File: config.mk
export PLATFORM = sky130hd
export DESIGN_NAME = uirq_unit
export DESIGN_NICKNAME = d
export VERILOG_FILES = /design/src/rtl/uirq_pkg.sv /design/src/rtl/uirq_rst_sync.sv /design/src/rtl/uirq_regport.sv /design/src/rtl/uirq_mask.sv /design/src/rtl/uirq_sticky.sv /design/src/rtl/uirq_unit.sv
export SDC_FILE = /design/constraint.sdc
export NUM_CORES = 1
export LEC_CHECK = 0
export BUFFER_PORTS_ARGS = -buffer_cell sky130_fd_sc_hd__buf_2
export CORE_MARGIN = 4
export CORE_UTILIZATION = 35
export CTS_CLUSTER_DIAMETER = 120
export CTS_CLUSTER_SIZE = 28
export DETAILED_ROUTE_END_ITERATION = 7
export PLACE_DENSITY = 0.66
export SLEW_MARGIN = 20
export SYNTH_ARGS = -nofsm -noshare
export SYNTH_HDL_FRONTEND = slang
export SYNTH_SLANG_ARGS = --single-unit
File: constraint.sdc
create_clock -name clk -period 1.4 [get_ports clk]
set_input_delay 0.21 -clock clk [delete_from_list [all_inputs] [get_ports clk]]
set_output_delay 0.21 -clock clk [all_outputs]
set_load 0.05 [all_outputs]
File: src/rtl/uirq_pkg.sv
package uirq_pkg;
  localparam int unsigned LIVE_W_DEF = 5;
  localparam int unsigned EVT_W_DEF  = 5;
  localparam int unsigned ADDR_W_DEF = 8;
  localparam int unsigned DATA_W_DEF = 32;

  localparam logic [11:0] OFF_ENABLE  = 12'h008;
  localparam logic [11:0] OFF_DISABLE = 12'h00C;
  localparam logic [11:0] OFF_MASK    = 12'h010;
  localparam logic [11:0] OFF_STATUS  = 12'h014;

  typedef enum logic [1:0] {
    REG_NONE,
    REG_SET_MASK,
    REG_CLR_MASK,
    REG_CLR_STAT
  } wr_kind_e;
endpackage

File: src/rtl/uirq_rst_sync.sv
module uirq_rst_sync (
  input  logic clk,
  input  logic rst_n,
  output logic rst_sync_n
);
  logic stage1_q;
  logic stage2_q;

  always_ff @(posedge clk or negedge rst_n) begin
    if (!rst_n) begin
      stage1_q <= 1'b0;
      stage2_q <= 1'b0;
    end else begin
      stage1_q <= 1'b1;
      stage2_q <= stage1_q;
    end
  end

  assign rst_sync_n = stage2_q;
endmodule

File: src/rtl/uirq_regport.sv
module uirq_regport
  import uirq_pkg::*;
#(
  parameter int unsigned ADDR_W = ADDR_W_DEF,
  parameter int unsigned DATA_W = DATA_W_DEF,
  parameter int unsigned IRQ_W  = LIVE_W_DEF + EVT_W_DEF
) (
  input  logic              clk,
  input  logic              rst_ni,
  input  logic              wr_en,
  input  logic [ADDR_W-1:0] wr_addr,
  input  logic [ADDR_W-1:0] rd_addr,
  input  logic [IRQ_W-1:0]  mask_q,
  input  logic [IRQ_W-1:0]  stat_q,
  output logic              mask_set_en,
  output logic              mask_clr_en,
  output logic              stat_clr_en,
  output logic [DATA_W-1:0] rd_data
);
  localparam int unsigned PAD_W = DATA_W - IRQ_W;
  localparam logic [ADDR_W-1:0] A_EN   = ADDR_W'(OFF_ENABLE);
  localparam logic [ADDR_W-1:0] A_DIS  = ADDR_W'(OFF_DISABLE);
  localparam logic [ADDR_W-1:0] A_MASK = ADDR_W'(OFF_MASK);
  localparam logic [ADDR_W-1:0] A_STAT = ADDR_W'(OFF_STATUS);

  wr_kind_e wr_kind;

  always_comb begin
    wr_kind = REG_NONE;
    if (wr_en) begin
      unique case (wr_addr)
        A_EN:    wr_kind = REG_SET_MASK;
        A_DIS:   wr_kind = REG_CLR_MASK;
        A_STAT:  wr_kind = REG_CLR_STAT;
        default: wr_kind = REG_NONE;
      endcase
    end
  end

  assign mask_set_en = (wr_kind == REG_SET_MASK);
  assign mask_clr_en = (wr_kind == REG_CLR_MASK);
  assign stat_clr_en = (wr_kind == REG_CLR_STAT);

  always_comb begin
    rd_data = '0;
    unique case (rd_addr)
      A_MASK:  rd_data = {{PAD_W{1'b0}}, mask_q};
      A_STAT:  rd_data = {{PAD_W{1'b0}}, stat_q};
      default: rd_data = '0;
    endcase
  end

  AST_WRITE_TO_MASK_NO_STROBE: assert property (@(posedge clk) disable iff (!rst_ni)
    (wr_en && wr_addr == A_MASK) |-> !(mask_set_en || mask_clr_en || stat_clr_en));
  AST_ENDIS_READ_ZERO: assert property (@(posedge clk) disable iff (!rst_ni)
    (rd_addr == A_EN || rd_addr == A_DIS) |-> (rd_data == '0));
  AST_READ_UPPER_ZERO: assert property (@(posedge clk) disable iff (!rst_ni)
    (rd_data[DATA_W-1:IRQ_W] == '0));
endmodule

File: src/rtl/uirq_mask.sv
module uirq_mask
  import uirq_pkg::*;
#(
  parameter int unsigned IRQ_W = LIVE_W_DEF + EVT_W_DEF
) (
  input  logic             clk,
  input  logic             rst_ni,
  input  logic             set_en,
  input  logic             clr_en,
  input  logic [IRQ_W-1:0] wdata,
  output logic [IRQ_W-1:0] mask_q
);
  logic [IRQ_W-1:0] mask_d;
  logic             mask_ce;

  assign mask_ce = set_en | clr_en;

  always_comb begin
    mask_d = mask_q;
    if (set_en) begin
      mask_d = mask_q | wdata;
    end else if (clr_en) begin
      mask_d = mask_q & ~wdata;
    end
  end

  always_ff @(posedge clk or negedge rst_ni) begin
    if (!rst_ni) begin
      mask_q <= '0;
    end else if (mask_ce) begin
      mask_q <= mask_d;
    end
  end

  AST_ENABLE_ORS_IN: assert property (@(posedge clk) disable iff (!rst_ni)
    set_en |=> ((mask_q & $past(wdata)) == $past(wdata)) && ((mask_q & $past(mask_q)) == $past(mask_q)));
  AST_DISABLE_CLEARS: assert property (@(posedge clk) disable iff (!rst_ni)
    clr_en |=> ((mask_q & $past(wdata)) == '0) && (mask_q == ($past(mask_q) & ~$past(wdata))));
  AST_MASK_HOLDS_IDLE: assert property (@(posedge clk) disable iff (!rst_ni)
    !(set_en || clr_en) |=> $stable(mask_q));
endmodule

File: src/rtl/uirq_sticky.sv
module uirq_sticky
  import uirq_pkg::*;
#(
  parameter int unsigned LIVE_W = LIVE_W_DEF,
  parameter int unsigned EVT_W  = EVT_W_DEF,
  parameter int unsigned IRQ_W  = LIVE_W + EVT_W
) (
  input  logic              clk,
  input  logic              rst_ni,
  input  logic [LIVE_W-1:0] live_stat,
  input  logic [EVT_W-1:0]  evt_pulse,
  input  logic              clr_en,
  input  logic [IRQ_W-1:0]  clr_data,
  output logic [IRQ_W-1:0]  stat_q
);
  logic [IRQ_W-1:0] set_vec;
  logic [IRQ_W-1:0] clr_vec;
  logic [IRQ_W-1:0] stat_d;
  logic [IRQ_W-1:0] bit_ce;

  for (genvar gi = 0; gi < IRQ_W; gi++) begin : g_bit
    if (gi < LIVE_W) begin : g_live
      assign set_vec[gi] = live_stat[gi];
    end else begin : g_evt
      assign set_vec[gi] = evt_pulse[gi-LIVE_W];
    end

    assign clr_vec[gi] = clr_en & clr_data[gi];
    assign bit_ce[gi]  = set_vec[gi] | clr_vec[gi];

    always_comb begin
      stat_d[gi] = stat_q[gi];
      if (set_vec[gi]) begin
        stat_d[gi] = 1'b1;
      end else if (clr_vec[gi]) begin
        stat_d[gi] = 1'b0;
      end
    end

    always_ff @(posedge clk or negedge rst_ni) begin
      if (!rst_ni) begin
        stat_q[gi] <= 1'b0;
      end else if (bit_ce[gi]) begin
        stat_q[gi] <= stat_d[gi];
      end
    end
  end

  AST_LIVE_LATCHES: assert property (@(posedge clk) disable iff (!rst_ni)
    (live_stat != '0) |=> ((stat_q[LIVE_W-1:0] & $past(live_stat)) == $past(live_stat)));
  AST_EVENT_LATCHES: assert property (@(posedge clk) disable iff (!rst_ni)
    (evt_pulse != '0) |=> ((stat_q[IRQ_W-1:LIVE_W] & $past(evt_pulse)) == $past(evt_pulse)));
  AST_STATUS_HOLDS: assert property (@(posedge clk) disable iff (!rst_ni)
    (!clr_en && live_stat == '0 && evt_pulse == '0) |=> $stable(stat_q));
  AST_CLEAR_ONES: assert property (@(posedge clk) disable iff (!rst_ni)
    (clr_en && live_stat == '0 && evt_pulse == '0) |=> (stat_q == ($past(stat_q) & ~$past(clr_data))));
  AST_SET_BEATS_CLEAR: assert property (@(posedge clk) disable iff (!rst_ni)
    (clr_en && (clr_data & {evt_pulse, live_stat}) != '0)
      |=> ((stat_q & $past(clr_data & {evt_pulse, live_stat})) == $past(clr_data & {evt_pulse, live_stat})));
endmodule

File: src/rtl/uirq_unit.sv
module uirq_unit
  import uirq_pkg::*;
#(
  parameter int unsigned LIVE_W = LIVE_W_DEF,
  parameter int unsigned EVT_W  = EVT_W_DEF,
  parameter int unsigned ADDR_W = ADDR_W_DEF,
  parameter int unsigned DATA_W = DATA_W_DEF
) (
  input  logic              clk,
  input  logic              rst_n,
  input  logic [LIVE_W-1:0] live_stat,
  input  logic [EVT_W-1:0]  evt_pulse,
  input  logic              wr_en,
  input  logic [ADDR_W-1:0] wr_addr,
  input  logic [DATA_W-1:0] wr_data,
  input  logic [ADDR_W-1:0] rd_addr,
  output logic [DATA_W-1:0] rd_data,
  output logic              irq
);
  localparam int unsigned IRQ_W = LIVE_W + EVT_W;

  logic             rst_int_n;
  logic             mask_set_en;
  logic             mask_clr_en;
  logic             stat_clr_en;
  logic [IRQ_W-1:0] mask_q;
  logic [IRQ_W-1:0] stat_q;
  logic [IRQ_W-1:0] wdata_lo;

  assign wdata_lo = wr_data[IRQ_W-1:0];

  uirq_rst_sync u_rst_sync (
    .clk        (clk),
    .rst_n      (rst_n),
    .rst_sync_n (rst_int_n)
  );

  uirq_regport #(
    .ADDR_W (ADDR_W),
    .DATA_W (DATA_W),
    .IRQ_W  (IRQ_W)
  ) u_regport (
    .clk         (clk),
    .rst_ni      (rst_int_n),
    .wr_en       (wr_en),
    .wr_addr     (wr_addr),
    .rd_addr     (rd_addr),
    .mask_q      (mask_q),
    .stat_q      (stat_q),
    .mask_set_en (mask_set_en),
    .mask_clr_en (mask_clr_en),
    .stat_clr_en (stat_clr_en),
    .rd_data     (rd_data)
  );

  uirq_mask #(
    .IRQ_W (IRQ_W)
  ) u_mask (
    .clk    (clk),
    .rst_ni (rst_int_n),
    .set_en (mask_set_en),
    .clr_en (mask_clr_en),
    .wdata  (wdata_lo),
    .mask_q (mask_q)
  );

  uirq_sticky #(
    .LIVE_W (LIVE_W),
    .EVT_W  (EVT_W),
    .IRQ_W  (IRQ_W)
  ) u_sticky (
    .clk       (clk),
    .rst_ni    (rst_int_n),
    .live_stat (live_stat),
    .evt_pulse (evt_pulse),
    .clr_en    (stat_clr_en),
    .clr_data  (wdata_lo),
    .stat_q    (stat_q)
  );

  assign irq = |(mask_q & stat_q);

  AST_IRQ_RISE_HAS_CAUSE: assert property (@(posedge clk) disable iff (!rst_int_n)
    $rose(irq) |-> (((stat_q & ~$past(stat_q)) | (mask_q & ~$past(mask_q))) != '0));
  AST_IRQ_FALL_HAS_CAUSE: assert property (@(posedge clk) disable iff (!rst_int_n)
    $fell(irq) |-> (((~stat_q & $past(stat_q)) | (~mask_q & $past(mask_q))) != '0));
  AST_RESET_EMPTY: assert property (@(posedge clk)
    !rst_int_n |-> (mask_q == '0 && stat_q == '0 && !irq));
endmodule

; ---- Word level (Yosys, flattened, before mapping)
; Cells that the tools add are included.
; Widths: inputs -> output; s select.
[word_totals]
regBits = 22
latchBits = 0
mem_bits_rw = 0
rom_bits = 0
output_inout_bits = 33
wordCells = 94
n_memories = 0
[classes]
add_sub_neg = 0
multipliers = 0
n_div = 0
n_lt_le_gt_ge = 0
eq_ne = 8
shift = 0
n_mux = 25
n_bitwise = 25
reduce_logical = 23
[ops]
columns = op, n
row1 = $eq 8x5->1 const B, 3
row2 = $reduce_and 2->1, 11
row3 = $reduce_bool 2->1, 11
row4 = $and 10x10->10, 2
row5 = $mux 1, 20
row6 = $mux 10, 2
row7 = $pmux 10 s2, 1
row8 = $eq 8x4->1 const B, 2
row9 = $or 1x1->1, 11
row10 = $and 1x1->1, 10
row11 = $not 10->10, 1
row12 = $or 10x10->10, 1
row13 = $reduce_or 10->1, 1
row14 = $pmux 2 s3, 1
row15 = $eq 2x2->1 const B, 2
row16 = $eq 2x1->1 const B, 1
row17 = $mux 2, 1

; ---- Longest topological paths before layout
; Gate-level depths: netlist of the first run.
[depth]
word_depth = 7
depth_mapped = 7
depth_no_buf = 6

; ---- Hierarchy
; Synthesis of the first run repeated with hierarchy kept, for this count alone.
[unflattened]
hier_cells = 127
hier_area_um2 = 1335.0
[modules_own_cells]
columns = mod, instances, cells_each, area_each_um2, seq_area_each_um2
row1 = uirq_regport, 1, 55, 462.9, 0.0
row2 = uirq_mask, 1, 32, 391.6, 250.2
row3 = uirq_sticky, 1, 31, 374.1, 250.2
row4 = uirq_rst_sync, 1, 3, 53.8, 50.0
row5 = uirq_unit, 1, 6, 52.6, 0.0

; ---- Worst setup path after synthesis of the first run
; No wires, ideal clock.
[synth_path]
path_kind = input -> register
from = input port wr_addr[5]
to = register with a tool-made name
setup_ns = 0.125
arrival_ns = 1.903
slack_ns = -0.627
cell_stages = 6
n_path_buf = 0
path_cell_list = or4b_1 -> nor3_2 -> a21boi_1 -> ha_1 -> nor2b_1 -> mux2_2
[synth_rtl]
columns = element, line_no
row1 = start: declaration, uirq_unit.sv:14  ; input logic [ADDR_W-1:0] wr_addr,

==> results of run 1 <==
-- critical path, cell delays in order --
cell      delay [ns]
buf_6           0.09
or4b_4          0.54
nor3_4          0.15
a21boi_4        0.24
ha_4            0.27
nor2b_1         0.17
mux2_4          0.31
-- cells by family after synthesis --
kind of cell    after synthesis
flops                        22
mux                          20
xor+xnor                      1
compound gates               16
simple gates                 40
buf+inv                      24
fa+ha+maj                     2
other cells                   2
-- timing repair --
| action | 4_1_cts | 5_1_grt |
|---|---|---|
| setup buffers | 3 | 2 |
| resized for setup | 44 | 24 |
| cloned | 0 | 1 |
| endpoints found under the hold margin | 2 | 0 |
| endpoints found under the setup margin | 31 | 31 |
| pin swaps | 8 | 13 |
| hold buffers | 1 | 0 |
-- placed cells by master, fill, tap and decap left out, drive strengths merged --
cell type	netlist	final
clkbuf	1	4
a22o	1	1
nand3b	1	1
nand3	1	1
dfrtp	22	22
buf	23	61
or4b	1	1
nand2	11	11
or3b	1	1
nor3	2	2
ha	2	2
nand4	1	1
a21boi	1	1
and3	1	1
xor2	1	1
a21o	10	10
nor2b	10	10
a22oi	3	3
mux2i	10	10
dlygate4sd3	0	1
a221oi	1	1
nor4b	1	1
conb	2	23
mux2	10	10
nor2	10	10
-- power groups by stage --
stage               Combinational (mW)  Sequential [mW]  Clock [mW]
floorplan                        0.228            0.660           0
global placement                 0.261            0.652           0
detailed placement               0.267            0.652           0
CTS                              0.282            0.639       0.397
global route                     0.314            0.639       0.439
finish                           0.296            0.639       0.385
-- routing by layer --
layer,track usage [%],vias up,routed length (µm)
met3,4.35,7,239
met5,0,-,0
li1,-,516,-
met1,16.3,514,1290
met2,23.6,50,1640
met4,2.17,0,44
-- worst paths after layout --
kind,to
max,flip-flop
min,u_sticky.stat_q[5]
max reg2reg,flip-flop
min reg2reg,u_sticky.stat_q[8]
max in group asynchronous,u_sticky.stat_q[7]
min in group asynchronous,u_sticky.stat_q[8]
-- layout make-up --
type / instances / area [µm²] / area share, %
Clock buffer: 3 / 41.3 / 2.01
Multi-Input combinational cell: 102 / 893 / 43.4
Sequential cell: 22 / 551 / 26.7
Tap cell: 46 / 57.6 / 2.80
Timing Repair Buffer: 63 / 515 / 25.0
==> flow_metrics.tcl, run 1 <==
set metrics [dict create \
    postLayoutCoreUtil_pct 59.3 \
    firstDrtPassIters 4 \
    switchingPower_uw 402 \
    yosys.area.top_type "dfrtp_1" \
    drt-initial-drc-count 20 \
    required_ns 1.55 \
    ant_nets 0 \
    clk_latency_ns 0.26 \
    ir_worst_vdd_uv 614 \
    die_y_um 69.2 \
    rrSetupSlack_ns 0.50 \
    ys_ff_latch 22 \
    core-area_um2 3470 \
    worst_hold_slack_ns 0.122 \
    min_path_type "input port to flip-flop" \
    ys_warn_count 0 \
    synth_flop_cell "dfrtp_1" \
    ys_types 26 \
    rr_worst_depth 2 \
    skew_ns 0.00151 \
    cts.path.max_buffers 2 \
    start_util_pct 37.8 \
    preCtsSetupSlack_ns -0.745 \
    gp_congestion 0.779 \
    tns_ns -7.73 \
    timing.final.crit_share_pct 130 \
    grt_max_degree 21 \
    synth.yosys.seq_area_share_pct 42.0 \
    maxCapViolCount 0 \
    failed_checks "negative setup slack" \
    hpwl_um 2450 \
    endpoint_kind "flip-flop" \
    p_sw_share_pct 30.4 \
    core.rowCount 21 \
    drive_above_1_share_pct 57.4 \
    synth_mux_area_share_pct 16.2 \
    grt_pass1_wl_um 5330 \
    placement.io_buffers 49 \
    synth_common_cells "22 x buf_4, 22 x dfrtp_1, 11 x nand2_1" \
    path_clk_slew_ns 0.07 \
    antenna_found_initial 0 \
    drv_slew 0 \
    clkSinkCount 22 \
    grt_pass1_vias 1155 \
    hold_viol 0 \
    synth_top_area_share_pct 42.0 \
    pwr-share-seq_pct 48.4 \
    final_area_um2 2060 \
    worst_setup_path_start_kind "input port" \
    power_frac_clock_pct 29.2 \
    fmax_mhz 549 \
    synth_compound_area_share_pct 9.35 \
    gr-total-overflow 0 \
    power_density_nw_per_um2 642 \
    h-tree-depth 1 \
    cts_buffers 3 \
    syn_area_um2 1310 \
    final_nets 255 \
    crit_fanout 10 \
    pwr-share-comb_pct 22.4 \
    finalWorstPathRequiredPeriod_ns 1.82 \
    dieArea_um2 4790 \
    critical_path_class "input port to flip-flop" \
    synth_fa_ha_area_share_pct 1.91 \
    synth_edf_count 0 \
    die_w_um 69.2 \
    antennaDiodeCount 0 \
    critPathLaunch "wr_addr[5]" \
    p_leak_nw 0.910 \
    hold_depth 2 \
    cp.arrival_ns 1.97 \
    rsz0062_at_grt "true" \
    clock_tree.root_cell "clkbuf_8" \
    setup_viol 21 \
    vias 1087 \
    yosys-top-cells-area "dfrtp_1 42%, buf_4 13%, mux2_2 8.6%" \
    grtUsageTotal_pct 13.5 \
    cts_tree "yes" \
    pin_count 94 \
    synthArstFlopShare_pct 100 \
    placedCellCount 228 \
    syn_to_final_growth_pct 57.0 \
    placement.cell_area_um2 1710 \
    status "finished, violations left" \
    syn_inst 127 \
    synth_xor_area_share_pct 0.668 \
    yosys.area_share.simple_pct 16.0 \
    finalNonFillerCells 236 \
    viasPerCell 4.61 \
    worstHoldStart "evt_pulse[0]" \
    p_int_uw 919 \
    routed_wl_um 3210 \
    setup_slack_ns -0.422 \
    syn_area_per_cell_um2 10.3 \
    power.total_mw 1.32 \
    drcViolationCount 0 \
    fill_cells 277 \
    wl_per_cell_um 13.6 \
    synth_top_family_by_area "multiplexers" \
]
Power figures use the tool's default switching activity.
==> run 2: changes to the inputs <==
--- a/config.mk
+++ b/config.mk
@@ -6,6 +6,7 @@
 export NUM_CORES = 1
 export LEC_CHECK = 0
 export BUFFER_PORTS_ARGS = -buffer_cell sky130_fd_sc_hd__buf_2
+export CORE_ASPECT_RATIO = 0.7
 export CORE_MARGIN = 4
 export CORE_UTILIZATION = 35
 export CTS_CLUSTER_DIAMETER = 120
==> flow_metrics.tcl, run 2 (synthesized netlist as in run 1, its figures left out) <==
set metrics [dict create \
    die_y_um 59.2 \
    ant_nets 0 \
    pin_count 94 \
    core-area_um2 3560 \
    hpwl_um 2370 \
    setup_viol 21 \
    layout_commonest_cell "buf_2" \
    tns_ns -9.42 \
    h-tree-depth 1 \
    core.rowCount 18 \
    drt-initial-drc-count 54 \
    preCtsSetupSlack_ns -0.735 \
    firstDrtPassIters 4 \
    fmax_mhz 528 \
    required_ns 1.54 \
    vias 1088 \
    crit_fanout 10 \
    min_path_type "input port to flip-flop" \
    antennaDiodeCount 0 \
    clkSinkCount 22 \
    power_density_nw_per_um2 667 \
    finalNonFillerCells 241 \
    status "finished, violations left" \
    antenna_found_initial 0 \
    dieArea_um2 4810 \
    setup_slack_ns -0.494 \
    rsz0062_at_grt "true" \
    critical_path_class "input port to flip-flop" \
    finalWorstPathRequiredPeriod_ns 1.89 \
    cts.path.max_buffers 2 \
    die_w_um 81.2 \
    failed_checks "negative setup slack" \
    worstHoldStart "live_stat[2]" \
    rr_worst_depth 2 \
    drive_above_1_share_pct 61.8 \
    clock_tree.root_cell "clkbuf_8" \
    worst_setup_path_start_kind "input port" \
    hold_depth 2 \
    grt_pass1_wl_um 5140 \
    maxCapViolCount 0 \
    grt_pass1_vias 1096 \
    start_util_pct 36.8 \
    cts_tree "yes" \
    skew_ns 0.00115 \
    path_cells "buf_6, or4b_4, nor3_4, a21boi_4, ha_4, nor2b_1, mux2_2" \
    routed_wl_um 3470 \
    placement.cell_area_um2 1700 \
    final_nets 255 \
    drv_slew 0 \
    final_area_um2 2070 \
    gr-total-overflow 0 \
    viasPerCell 4.51 \
    critical_path.slowest_cell "or4b_4" \
    cts_buffers 3 \
    placement.io_buffers 49 \
    p_leak_nw 0.911 \
    gp_congestion 0.769 \
    drcViolationCount 0 \
    worst_hold_slack_ns 0.121 \
    timing.final.crit_share_pct 135 \
    syn_to_final_growth_pct 58.1 \
    cpPeakStageDelay_ns 0.54 \
    grtUsageTotal_pct 14.3 \
    hold_viol 0 \
    clk_latency_ns 0.26 \
    placedCellCount 230 \
    wl_per_cell_um 14.4 \
    holdPathEnd "u_sticky.stat_q[2]" \
    rrSetupSlack_ns 0.49 \
    endpoint_kind "flip-flop" \
    ir_worst_vdd_uv 621 \
    cp.arrival_ns 2.04 \
    grt_max_degree 21 \
    final_cell_mix "35 x buf_2, 23 x conb_1, 22 x dfrtp_1" \
    path_clk_slew_ns 0.08 \
]
[run 2: cell count changes in the layout (fill, tap and decap cells not counted), sizes merged]
| cell | before | now |
|---|---|---|
| clkbuf | 4 | 5 |
[run 2: how the worst max path moves through the flow]
| stage | startpoint | endpoint | slack (ns) |
|---|---|---|---|
| CTS | wr_addr[5] | flip-flop | -0.43 |
| detailed placement | wr_addr[5] | flip-flop | -0.74 |
| floorplan | wr_addr[5] | flip-flop | -0.53 |
| global route | wr_addr[5] | u_sticky.stat_q[1] | -0.54 |
| finish | wr_addr[5] | flip-flop | -0.49 |
| global placement | wr_addr[5] | flip-flop | -0.68 |
[run 2: area by class of cell]
cell class                      instances  area (µm²)
Multi-Input combinational cell        102         893
Clock buffer                            4        55.1
Timing Repair Buffer                   63         512
Fill cell                             297        1490
Tap cell                               50        62.6
Sequential cell                        22         551
[run 2: critical path, delay by kind of cell]
family	cells	cell delay, ns
and+or+nand+nor	3	0.85
muxes	1	0.35
adders and majority gates	1	0.28
AOI/OAI and AO/OA	1	0.25
buffers and inverters	1	0.09
[run 2: routing by layer]
layer	vias up	part of all wire (%)	GRT usage, %
met1	523	42	18.0
met3	2	6.8	4.71
met4	0	0.17	0.964
li1	520	-	-
met5	-	0	0
met2	43	51	25.1
[run 2: through the flow]
step,utilization [%],total power [mW]
finish,58.3,1.38
global route,58.3,1.45
CTS,54.5,1.38
detailed placement,47.7,0.916
global placement,47.7,0.914
floorplan,-,0.887
[run 2: report_power, final]
group          switching, mW  internal (mW)  leakage (nW)  total [mW]
Sequential           0.00108          0.638         0.251       0.639
Combinational          0.208         0.0898         0.632       0.297
Clock                  0.197          0.250        0.0288       0.447
[run 2: repair_timing]
| action | in CTS | in global routing |
|---|---|---|
| hold endpoints to repair | 2 | 0 |
| gates cloned | 0 | 1 |
| pin swaps | 17 | 11 |
| endpoints found under the setup margin | 31 | 31 |
| hold buffers | 1 | 0 |
| buffers inserted | 4 | 2 |
| gates resized for setup | 42 | 27 |
